File: config.mk
export PLATFORM = sky130hd
export DESIGN_NAME = usbh_irq_regs
export DESIGN_NICKNAME = d
export VERILOG_FILES = /design/src/rtl/usbh_irq_pkg.sv /design/src/rtl/usbh_irq_status.sv /design/src/rtl/usbh_irq_enable.sv /design/src/rtl/usbh_irq_out.sv /design/src/rtl/usbh_irq_regs.sv
export SDC_FILE = /design/constraint.sdc
export NUM_CORES = 1
export LEC_CHECK = 0
export ABC_CLOCK_PERIOD_IN_PS = 2110
export BUFFER_PORTS_ARGS = -buffer_cell sky130_fd_sc_hd__buf_4
export CORE_MARGIN = 2
export CORE_UTILIZATION = 40
export DETAILED_ROUTE_END_ITERATION = 16
export PLACE_DENSITY = 0.89
export SYNTH_ARGS = -nofsm -noshare
export SYNTH_HDL_FRONTEND = slang
export SYNTH_SLANG_ARGS = --single-unit
File: constraint.sdc
create_clock -name clk_i -period 2.11 [get_ports clk_i]
set_input_delay 0.1055 -clock clk_i [delete_from_list [all_inputs] [get_ports clk_i]]
set_output_delay 0.1055 -clock clk_i [all_outputs]
set_load 0.02 [all_outputs]
File: src/rtl/usbh_irq_pkg.sv
package usbh_irq_pkg;
  localparam int unsigned DATA_W   = 32;
  localparam int unsigned ADDR_W   = 2;
  localparam int unsigned MIE_BIT  = 31;

  localparam logic [ADDR_W-1:0] A_STAT   = 2'd0;
  localparam logic [ADDR_W-1:0] A_EN_SET = 2'd1;
  localparam logic [ADDR_W-1:0] A_EN_CLR = 2'd2;

  // implemented status sources: bits 0..6 and 30
  localparam logic [DATA_W-1:0] STAT_MASK = 32'h4000_007F;
  localparam logic [DATA_W-1:0] EN_MASK   = STAT_MASK | (32'h1 << MIE_BIT);
  localparam logic [DATA_W-1:0] EN_RST    = 32'h1 << MIE_BIT;
endpackage

File: src/rtl/usbh_irq_status.sv
module usbh_irq_status #(
  parameter int unsigned DATA_W = 32,
  parameter logic [DATA_W-1:0] MASK = '1
) (
  input  logic              clk_i,
  input  logic              rst_ni,
  input  logic [DATA_W-1:0] set_i,
  input  logic              clr_we_i,
  input  logic [DATA_W-1:0] clr_i,
  output logic [DATA_W-1:0] stat_o
);
  logic [DATA_W-1:0] stat_q, clr_v, set_v;

  assign set_v = set_i & MASK;
  assign clr_v = clr_we_i ? clr_i : '0;

  // set wins over a same-cycle clear
  always_ff @(posedge clk_i or negedge rst_ni) begin
    if (!rst_ni) stat_q <= '0;
    else         stat_q <= ((stat_q & ~clr_v) | set_v) & MASK;
  end

  assign stat_o = stat_q;

  p_set_sticks_r2: assert property (@(posedge clk_i) disable iff (!rst_ni)
    (|set_v) |=> ((stat_q & $past(set_v)) == $past(set_v)));
  p_w1c_r3: assert property (@(posedge clk_i) disable iff (!rst_ni)
    (|(clr_v & ~set_v)) |=> ((stat_q & $past(clr_v & ~set_v)) == '0));
  p_set_over_clr_r8: assert property (@(posedge clk_i) disable iff (!rst_ni)
    (|(clr_v & set_v)) |=> ((stat_q & $past(clr_v & set_v)) == $past(clr_v & set_v)));
endmodule

File: src/rtl/usbh_irq_enable.sv
module usbh_irq_enable #(
  parameter int unsigned DATA_W = 32,
  parameter logic [DATA_W-1:0] MASK = '1,
  parameter logic [DATA_W-1:0] RST  = '0
) (
  input  logic              clk_i,
  input  logic              rst_ni,
  input  logic              set_we_i,
  input  logic              clr_we_i,
  input  logic [DATA_W-1:0] wdata_i,
  output logic [DATA_W-1:0] en_o
);
  logic [DATA_W-1:0] en_q, or_v, andn_v;

  assign or_v   = set_we_i ? wdata_i : '0;
  assign andn_v = clr_we_i ? wdata_i : '0;

  always_ff @(posedge clk_i or negedge rst_ni) begin
    if (!rst_ni) en_q <= RST;
    else         en_q <= ((en_q | or_v) & ~andn_v) & MASK;
  end

  assign en_o = en_q;

  p_en_set_r4: assert property (@(posedge clk_i) disable iff (!rst_ni)
    set_we_i |=> ((en_q & $past(wdata_i & MASK)) == $past(wdata_i & MASK)));
  p_en_clr_r5: assert property (@(posedge clk_i) disable iff (!rst_ni)
    clr_we_i |=> ((en_q & $past(wdata_i)) == '0));
endmodule

File: src/rtl/usbh_irq_out.sv
module usbh_irq_out #(
  parameter int unsigned DATA_W  = 32,
  parameter int unsigned MIE_BIT = 31
) (
  input  logic              clk_i,
  input  logic              rst_ni,
  input  logic [DATA_W-1:0] stat_i,
  input  logic [DATA_W-1:0] en_i,
  output logic              irq_o
);
  localparam logic [DATA_W-1:0] SRC_MASK = ~(DATA_W'(1) << MIE_BIT);

  logic pend, irq_q;

  assign pend = |(stat_i & en_i & SRC_MASK);

  always_ff @(posedge clk_i or negedge rst_ni) begin
    if (!rst_ni) irq_q <= 1'b0;
    else         irq_q <= en_i[MIE_BIT] & pend;
  end

  assign irq_o = irq_q;

  p_mie_gate_r9: assert property (@(posedge clk_i) disable iff (!rst_ni)
    !en_i[MIE_BIT] |=> !irq_o);
  p_no_pend_r7: assert property (@(posedge clk_i) disable iff (!rst_ni)
    ((stat_i & en_i & SRC_MASK) == '0) |=> !irq_o);
endmodule

File: src/rtl/usbh_irq_regs.sv
module usbh_irq_regs
  import usbh_irq_pkg::*;
(
  input  logic              clk_i,
  input  logic              rst_ni,
  input  logic [DATA_W-1:0] src_set_i,
  input  logic              reg_we_i,
  input  logic [ADDR_W-1:0] reg_addr_i,
  input  logic [DATA_W-1:0] reg_wdata_i,
  output logic [DATA_W-1:0] reg_rdata_o,
  output logic              irq_o
);
  logic [DATA_W-1:0] stat, en;
  logic stat_we, en_set_we, en_clr_we;

  assign stat_we   = reg_we_i && (reg_addr_i == A_STAT);
  assign en_set_we = reg_we_i && (reg_addr_i == A_EN_SET);
  assign en_clr_we = reg_we_i && (reg_addr_i == A_EN_CLR);

  usbh_irq_status #(.DATA_W(DATA_W), .MASK(STAT_MASK)) u_status (
    .clk_i, .rst_ni,
    .set_i    (src_set_i),
    .clr_we_i (stat_we),
    .clr_i    (reg_wdata_i),
    .stat_o   (stat)
  );

  usbh_irq_enable #(.DATA_W(DATA_W), .MASK(EN_MASK), .RST(EN_RST)) u_enable (
    .clk_i, .rst_ni,
    .set_we_i (en_set_we),
    .clr_we_i (en_clr_we),
    .wdata_i  (reg_wdata_i),
    .en_o     (en)
  );

  usbh_irq_out #(.DATA_W(DATA_W), .MIE_BIT(MIE_BIT)) u_out (
    .clk_i, .rst_ni,
    .stat_i (stat),
    .en_i   (en),
    .irq_o  (irq_o)
  );

  always_comb begin
    unique case (reg_addr_i)
      A_STAT:             reg_rdata_o = stat;
      A_EN_SET, A_EN_CLR: reg_rdata_o = en;
      default:            reg_rdata_o = '0;
    endcase
  end

  p_reset_en_r1: assert property (@(posedge clk_i)
    $rose(rst_ni) |-> (en == EN_RST && stat == '0 && !irq_o));
  p_unmapped_r10: assert property (@(posedge clk_i) disable iff (!rst_ni)
    (reg_we_i && reg_addr_i == 2'd3 && src_set_i == '0) |=> ($stable(stat) && $stable(en)));
endmodule

# == Yosys cells after proc, flatten, opt, wreduce, memory -nomap -nowiden ==
# Cells that the tools add are included.
# word_totals
regBits,18
out_inout_bits,33
word_cells,23
inputBits,69
# classes
n_bitwise,8
muxes,4
n_eq_ne,2
n_reduce_logical,6
# ops
op,count
$mux 32,2
$pmux 32 s2,1
$and 31x31->31,2
$and 32x32->32,1
$not 32->32,1
$or 32x32->32,1
$mux 31,1
$not 31->31,1
$or 31x31->31,1
$reduce_or 31->1,1
$logic_and 1x1->1,3
$eq 2x1->1 const B,1
$eq 2x2->1 const B,1
$logic_not 2->1,1
$reduce_or 2->1,1
$and 1x1->1,1

# == Logic depth before layout (Yosys ltp) ==
# Gate-level depths: netlist (run 1).
# depth
ltp_word,6
mapped_depth,6
depth_no_buf,4

# == Cells and area by module ==
# Synthesis (run 1) repeated with hierarchy kept, for this count alone.
# hier_totals
hier_cells,206
area_unflattened_um2,1781.7
# modules_own_cells
mod,seq_area_each_um2,area_each_um2,cells_each,n_inst
usbh_irq_regs,0.0,596.8,83,1
usbh_irq_enable,226.5,509.2,53,1
usbh_irq_status,200.2,481.7,50,1
usbh_irq_out,25.0,193.9,20,1

# == Worst setup path before layout (run 1) ==
# No wires, ideal clock.
# synth_path
path_kind,input to output
start,input port reg_addr_i[0]
end,output port reg_rdata_o[0]
arrival_time_ps,930
t_required_ps,2004
path_slack_ps,1075
n_path_buf,1
path_stages,5
path_cell_list,inv_1 > ha_1 > buf_2 > a22oi_1 > nor2_1
# synth_via
elab_chain_cells,3
word_cells_on_any_way,5
classes_between,eq/ne: 2; mux: 1; reduce/logical: 2
# synth_rtl
element,line_no,source
"start, declared",usbh_irq_regs.sv:8,"input logic [ADDR_W-1:0] reg_addr_i,"
$eq 2x1->1 or $eq 2x2->1 (tied branches),usbh_irq_regs.sv:44,unique case (reg_addr_i)
$reduce_or 2->1,usbh_irq_regs.sv:44,
$pmux 32 s2 *,usbh_irq_regs.sv:44,
"end, declared",usbh_irq_regs.sv:10,"output logic [DATA_W-1:0] reg_rdata_o,"
# Mark *: on every way between the ends. The rest lies on a longest branch, timed or not.

# == Worst setup path in the final report (run 1) ==
# layout_path
start,input port reg_addr_i[0]
end,output port reg_rdata_o[6]
# The elaborated chain is that of the path after synthesis.

==> qor.txt, run 1 <==
outcome -> finished clean
internal power -> 638 uW
most common cell after layout, fill and taps aside -> buf_4
Placement Cell Area -> 1250 um^2
Syn Inst Count -> 114
area of the multi-input gates -> 513 um^2
CP Data Arrival Time -> 1.30 ns
Slew headroom -> 60.1%
Worst-Margin Slew -> 0.599 ns
Critical path origin -> reg_addr_i[0]
share of layout cells above drive strength 1 -> 28.5%
worst clock skew -> 0.00152 ns
RSZ-0062 raised after global routing -> false
# clock sinks -> 18
CTS clk-pin slew, worst paths -> 0.10 ns
htree depth -> 1
startpoint types -> input pin
leakage power total -> 0.000673 uW
first-pass GRT wire length -> 4330 um
# DRC -> 0
fin cells -> 189
Worst Setup Slack, final -> 0.709 ns
Final period util -> 66.4%
critical path peak fanout -> 16
critical hold path startpoint -> reg_we_i
Power Dens Cells -> 657 nW/um^2
setup TNS -> 0 ns
met3 usage in global routing -> 3.63%
initial antenna violation count -> 0
nets@finish -> 232
vias per cell -> 5.25
drt first pass iters -> 4
Final ANT Viol Nets -> 0
Synth cell types -> 18
fin area -> 1460 um^2
Slew Limit Fails -> 0
most frequent cells in the layout -> 31 x buf_4, 23 x conb_1, 18 x dlygate4sd3_1
crit path cell chain -> buf_4 -> inv_1 -> ha_1 -> a22oi_1 -> nor2_1 -> buf_4
max incr delay on CP -> 0.54 ns
Sw Ratio -> 33.7%
vias in the first global route -> 954
deepest clock path buffer count -> 2
# IOs -> 102
Total Wirelength -> 2680 um
initial core utilization -> 41.6%
post-CTS sizing -> 0
Sw Pwr -> 324 uW
mean post-synth cell area -> 9.90 um^2
dpl cells -> 167
family with the most delay on the worst path -> adder cells
total number of yosys warnings -> 0
Root Buffer -> clkbuf_4
storage element area -> 452 um^2
Die Y-Extent -> 57.1 um
Core Footprint -> 2710 um^2
synth-to-layout area growth -> 29.7%
M2 GR Usage -> 31.0%
final hold viol count -> 0
Top Usage Layer GRT -> met2
Clk pwr share -> 22.1%
post-place setup slack -> 0.737 ns
Tmin final -> 1.40 ns
antenna cells -> 0
Seq/Total Area, Yosys -> 40.0%
most used cell, CP -> buf_4
Reg power frac -> 44.2%
die area -> 3260 um^2
Mapped Area -> 1130 um^2
Slowest-stage cell, CP -> ha_1
Routed wire per std cell -> 14.2 um
Reg-to-Reg Start -> u_status.stat_o[3]
met1 Usage GRT -> 18.8%
max-cap violations -> 0
Setup-failing EPs final -> 0
worst skew pair latency -> 0.29 ns
crit path kind -> in2out
# fillers -> 249
Logic pwr share -> 33.7%
dpl hpwl -> 1850 um
Chip Width -> 57.1 um
TritonCTS Buffers -> 3
CTS tree -> yes
port buffer count -> 31
Max IR drop VDD -> 0.410 mV
Buf/Inv on CP -> 3
GRT Util Overall -> 16.8%
Seq cells post-synth -> 18
largest net degree at the start of global routing -> 20
RD Place Congestion -> 0.766
Hold Crit Class -> in2reg
Worst Path Required -> 2.00 ns
DR iter-0 viols -> 21
f_max -> 0.714 GHz
grt ovf -> 0
Critical Path End Type -> primary output
Std-Cell Rows -> 19
DR vias -> 993
metrics by stage:
stage | util, % | hold slack (ns) | total power (uW)
after global placement | 46.0 | -0.0191 | 711
after global routing | 54.0 | 0.138 | 1020
after floorplan | - | -0.190 | 647
final | 54.0 | 0.148 | 962
after CTS | 54.0 | 0.131 | 963
after detailed placement | 46.0 | -0.0145 | 725
path summary, 6_finish.rpt:
path                                      end  slack, ns  cells after the start
min                         u_enable.en_o[31]       0.15                      2
max                            reg_rdata_o[6]       0.71                      6
min reg2reg                       u_out.irq_o       0.49                      2
min in group asynchronous  u_status.stat_o[0]       0.22                      2
max in group asynchronous   u_enable.en_o[31]       1.63                      2
max reg2reg                       u_out.irq_o       1.22                      2
state kept, by name (all words and copies together), names as in the netlist:
register / cells
u_enable.en_o: 9
u_status.stat_o: 8
u_out.irq_o: 1
timing repair:
action                                 CTS  global route
hold buffers                            18             0
setup buffers                            0             0
endpoints found under the hold margin   35             0
kinds of logic after synthesis:
| group | after synthesis | share of synthesized area (%) |
|---|---|---|
| AOI/OAI and AO/OA | 39 | 25.8 |
| buffers and inverters | 34 | 21.8 |
| and+or+nand+nor | 18 | 7.54 |
| DFF | 18 | 40.0 |
| adders and majority gates | 4 | 4.43 |
| other | 1 | 0.332 |
per-layer routing:
layer / wire length, um / part of all wire [%]
met3: 227 / 8.5
met5: 0 / 0
met2: 1460 / 54
met1: 965 / 36
met4: 32 / 1.2
power groups by stage:
stage,Sequential (uW),Combinational [uW],Clock [uW]
after floorplan,426,221,0
after global placement,427,284,0
after detailed placement,430,295,0
after CTS,423,322,217
after global routing,430,349,237
final,425,324,213
synthesized netlist by cell type:
cell type  number  share of area, %
a31oi_1        10               5.5
a41oi_1         1              0.78
a22oi_1        12               8.0
inv_1           3               1.0
a21oi_2         8               6.2
dfstp_2         1               2.3
buf_4          25                17
buf_6           3               3.0
nand3_1         8               3.5
and2_4          1              0.78
buf_2           2              0.89
buf_1           1              0.33
a21o_1          8               5.3
conb_1          1              0.33
nor2_1          8               2.7
ha_1            4               4.4
dfrtp_1        17                38
and2_1          1              0.55
worst reg2reg max path, stage by stage (launching register included):
cell	delay [ns]
dfrtp_1	0.42
a22oi_1	0.22
a41oi_1	0.13
cell type report:
| class | count | share of cell area, % |
|---|---|---|
| Clock buffer | 4 | 2.48 |
| Sequential cell | 18 | 30.9 |
| Timing Repair Buffer | 49 | 28.2 |
| Multi-Input combinational cell | 84 | 35.0 |
| Tap cell | 31 | 2.65 |
| Inverter | 3 | 0.769 |
Power figures use the tool's default switching activity.
==> run 2, diff against run 1 <==
--- a/config.mk
+++ b/config.mk
@@ -5,12 +5,12 @@
 export SDC_FILE = /design/constraint.sdc
 export NUM_CORES = 1
 export LEC_CHECK = 0
-export ABC_CLOCK_PERIOD_IN_PS = 2110
+export ABC_CLOCK_PERIOD_IN_PS = 1200
 export BUFFER_PORTS_ARGS = -buffer_cell sky130_fd_sc_hd__buf_4
 export CORE_MARGIN = 2
-export CORE_UTILIZATION = 40
+export CORE_UTILIZATION = 33
 export DETAILED_ROUTE_END_ITERATION = 16
-export PLACE_DENSITY = 0.89
+export PLACE_DENSITY = 0.79
 export SYNTH_ARGS = -nofsm -noshare
 export SYNTH_HDL_FRONTEND = slang
 export SYNTH_SLANG_ARGS = --single-unit
==> constraint.sdc (replaced) <==
create_clock -name clk_i -period 1.2 [get_ports clk_i]
set_input_delay 0.06 -clock clk_i [delete_from_list [all_inputs] [get_ports clk_i]]
set_output_delay 0.06 -clock clk_i [all_outputs]
set_load 0.02 [all_outputs]
==> qor.txt, run 2 (synthesis results as in run 1) <==
outcome -> finished clean
initial core utilization -> 34.1% (-7.6 points)
TritonCTS Buffers -> 3 (unchanged)
Final ANT Viol Nets -> 0 (unchanged)
max-cap violations -> 0 (unchanged)
GRT Util Overall -> 13.0% (-3.9 points)
CTS tree -> yes
Std-Cell Rows -> 21 (+2)
Chip Width -> 62.5 um (+9.4%)
startpoint types -> register
RD Place Congestion -> 0.712 (-7.0%)
number of flip-flops under the largest register name -> 9 (unchanged)
first-pass GRT wire length -> 4010 um (-7.4%)
post-place setup slack -> 0.0370 ns (-0.700 ns)
Tmin final -> 1.18 ns
Setup-failing EPs final -> 0 (unchanged)
die area -> 3900 um^2 (+20%)
largest net degree at the start of global routing -> 20 (unchanged)
crit path cell chain -> and2_1 -> buf_6
family with the most delay on the worst path -> flip-flops
antenna cells -> 0 (unchanged)
Routed wire per std cell -> 12.0 um (-15%)
f_max -> 0.849 GHz
crit path kind -> reg2out
most frequent cells in the layout -> 39 x buf_4, 23 x conb_1, 18 x dlygate4sd3_1
Min Hold Slack -> 0.0855 ns (-0.0623 ns)
nets@finish -> 242 (+4.3%)
Power Dens Cells -> 1120 nW/um^2 (+70%)
CTS clk-pin slew, worst paths -> 0.10 ns (about the same)
Final period util -> 98.2%
drt first pass iters -> 4 (unchanged)
Worst Path Required -> 1.14 ns (-0.86 ns)
share of layout cells above drive strength 1 -> 38.1% (+9.6 points)
max incr delay on CP -> 0.56 ns (+0.02 ns)
most common cell after layout, fill and taps aside -> buf_4
leakage power total -> 0.000727 uW (+7.9%)
final hold viol count -> 0 (unchanged)
worst clock skew -> 0.000438 ns (-0.00109 ns)
setup TNS -> 0 ns (unchanged)
DR iter-0 viols -> 25 (+19%)
Total Wirelength -> 2570 um (-4.2%)
critical path peak fanout -> 3 (-13)
Max IR drop VDD -> 0.543 mV (+32%)
grt ovf -> 0 (unchanged)
htree depth -> 1 (unchanged)
initial antenna violation count -> 0 (unchanged)
dpl hpwl -> 1760 um (-4.8%)
vias in the first global route -> 932 (-2.3%)
RSZ-0062 raised after global routing -> true
# clock sinks -> 18 (unchanged)
post-layout util -> 48.8% (-5.2 points)
Root Buffer -> clkbuf_4
DR vias -> 974 (-1.9%)
Hold Crit Class -> in2reg
Buf/Inv on CP -> 1 (-2)
# IOs -> 102 (unchanged)
worst skew pair latency -> 0.29 ns (about the same)
# DRC -> 0 (unchanged)
deepest clock path buffer count -> 2 (unchanged)
CP Data Arrival Time -> 1.12 ns (-0.18 ns)
Worst Setup Slack, final -> 0.0220 ns (-0.687 ns)
Critical Path End Type -> primary output
Core Footprint -> 3310 um^2 (+22%)
synth-to-layout area growth -> 43.1%
Slew Limit Fails -> 0 (unchanged)
Slowest-stage cell, CP -> dfstp_2
vias per cell -> 4.55 (-13%)
Die Y-Extent -> 62.5 um (+9.4%)
port buffer count -> 31 (unchanged)
-- run 2: cell count changes in the layout (fill, tap and decap cells not counted), sizes merged --
cell and delta:
buf +10
-- run 2: worst register-to-register path, cell delays in order, from the launching register on --
cell and delay [ns]:
dfrtp_1 0.41, buf_4 0.14, buf_4 0.12, a22oi_1 0.17, a41oi_1 0.13
-- run 2: final cells by class --
type | instances | area, um^2
Fill cell | 330 | 1700
Sequential cell | 18 | 452
Clock buffer | 4 | 36.3
Tap cell | 46 | 57.6
Inverter | 3 | 11.3
Timing Repair Buffer | 59 | 495
Multi-Input combinational cell | 84 | 563
-- run 2: what timing repair did --
action	CTS	global route
hold endpoints to repair	35	0
resized for setup	1	11
pin swaps	0	4
hold buffers	18	0
buffers inserted	2	6
setup endpoints to repair	2	9
-- run 2: worst paths after layout --
| kind | from | endpoint | slack (ns) | cells after the start |
|---|---|---|---|---|
| hold / removal | reg_addr_i[1] | u_enable.en_o[31] | 0.09 | 3 |
| setup reg to reg | u_enable.en_o[1] | u_out.irq_o | 0.11 | 4 |
| min in group asynchronous | rst_ni | u_status.stat_o[6] | 0.16 | 2 |
| setup / recovery | u_enable.en_o[31] | reg_rdata_o[31] | 0.02 | 2 |
| max in group asynchronous | rst_ni | u_enable.en_o[31] | 0.79 | 2 |
| hold reg to reg | u_enable.en_o[31] | u_out.irq_o | 0.50 | 2 |
-- run 2: layer usage --
metal | GRT usage (%) | wire length (um)
met5 | 0 | 0
met2 | 22.7 | 1350
met3 | 1.26 | 141
met1 | 15.0 | 995
met4 | 8.61 | 86
-- run 2: stage by stage --
stage               instance area [um^2]  power [uW]  std cells
floorplan                           1210        1140        136
global placement                    1280        1260        184
detailed placement                  1280        1280        184
CTS                                 1520        1720        208
global route                        1620        1910        214
finish                              1620        1810        214
-- run 2: report_power, final --
| part | switching, uW | internal (uW) |
|---|---|---|
| logic | 349 | 344 |
| clock network | 187 | 185 |
| registers | 56.6 | 687 |
| total | 593 | 1220 |
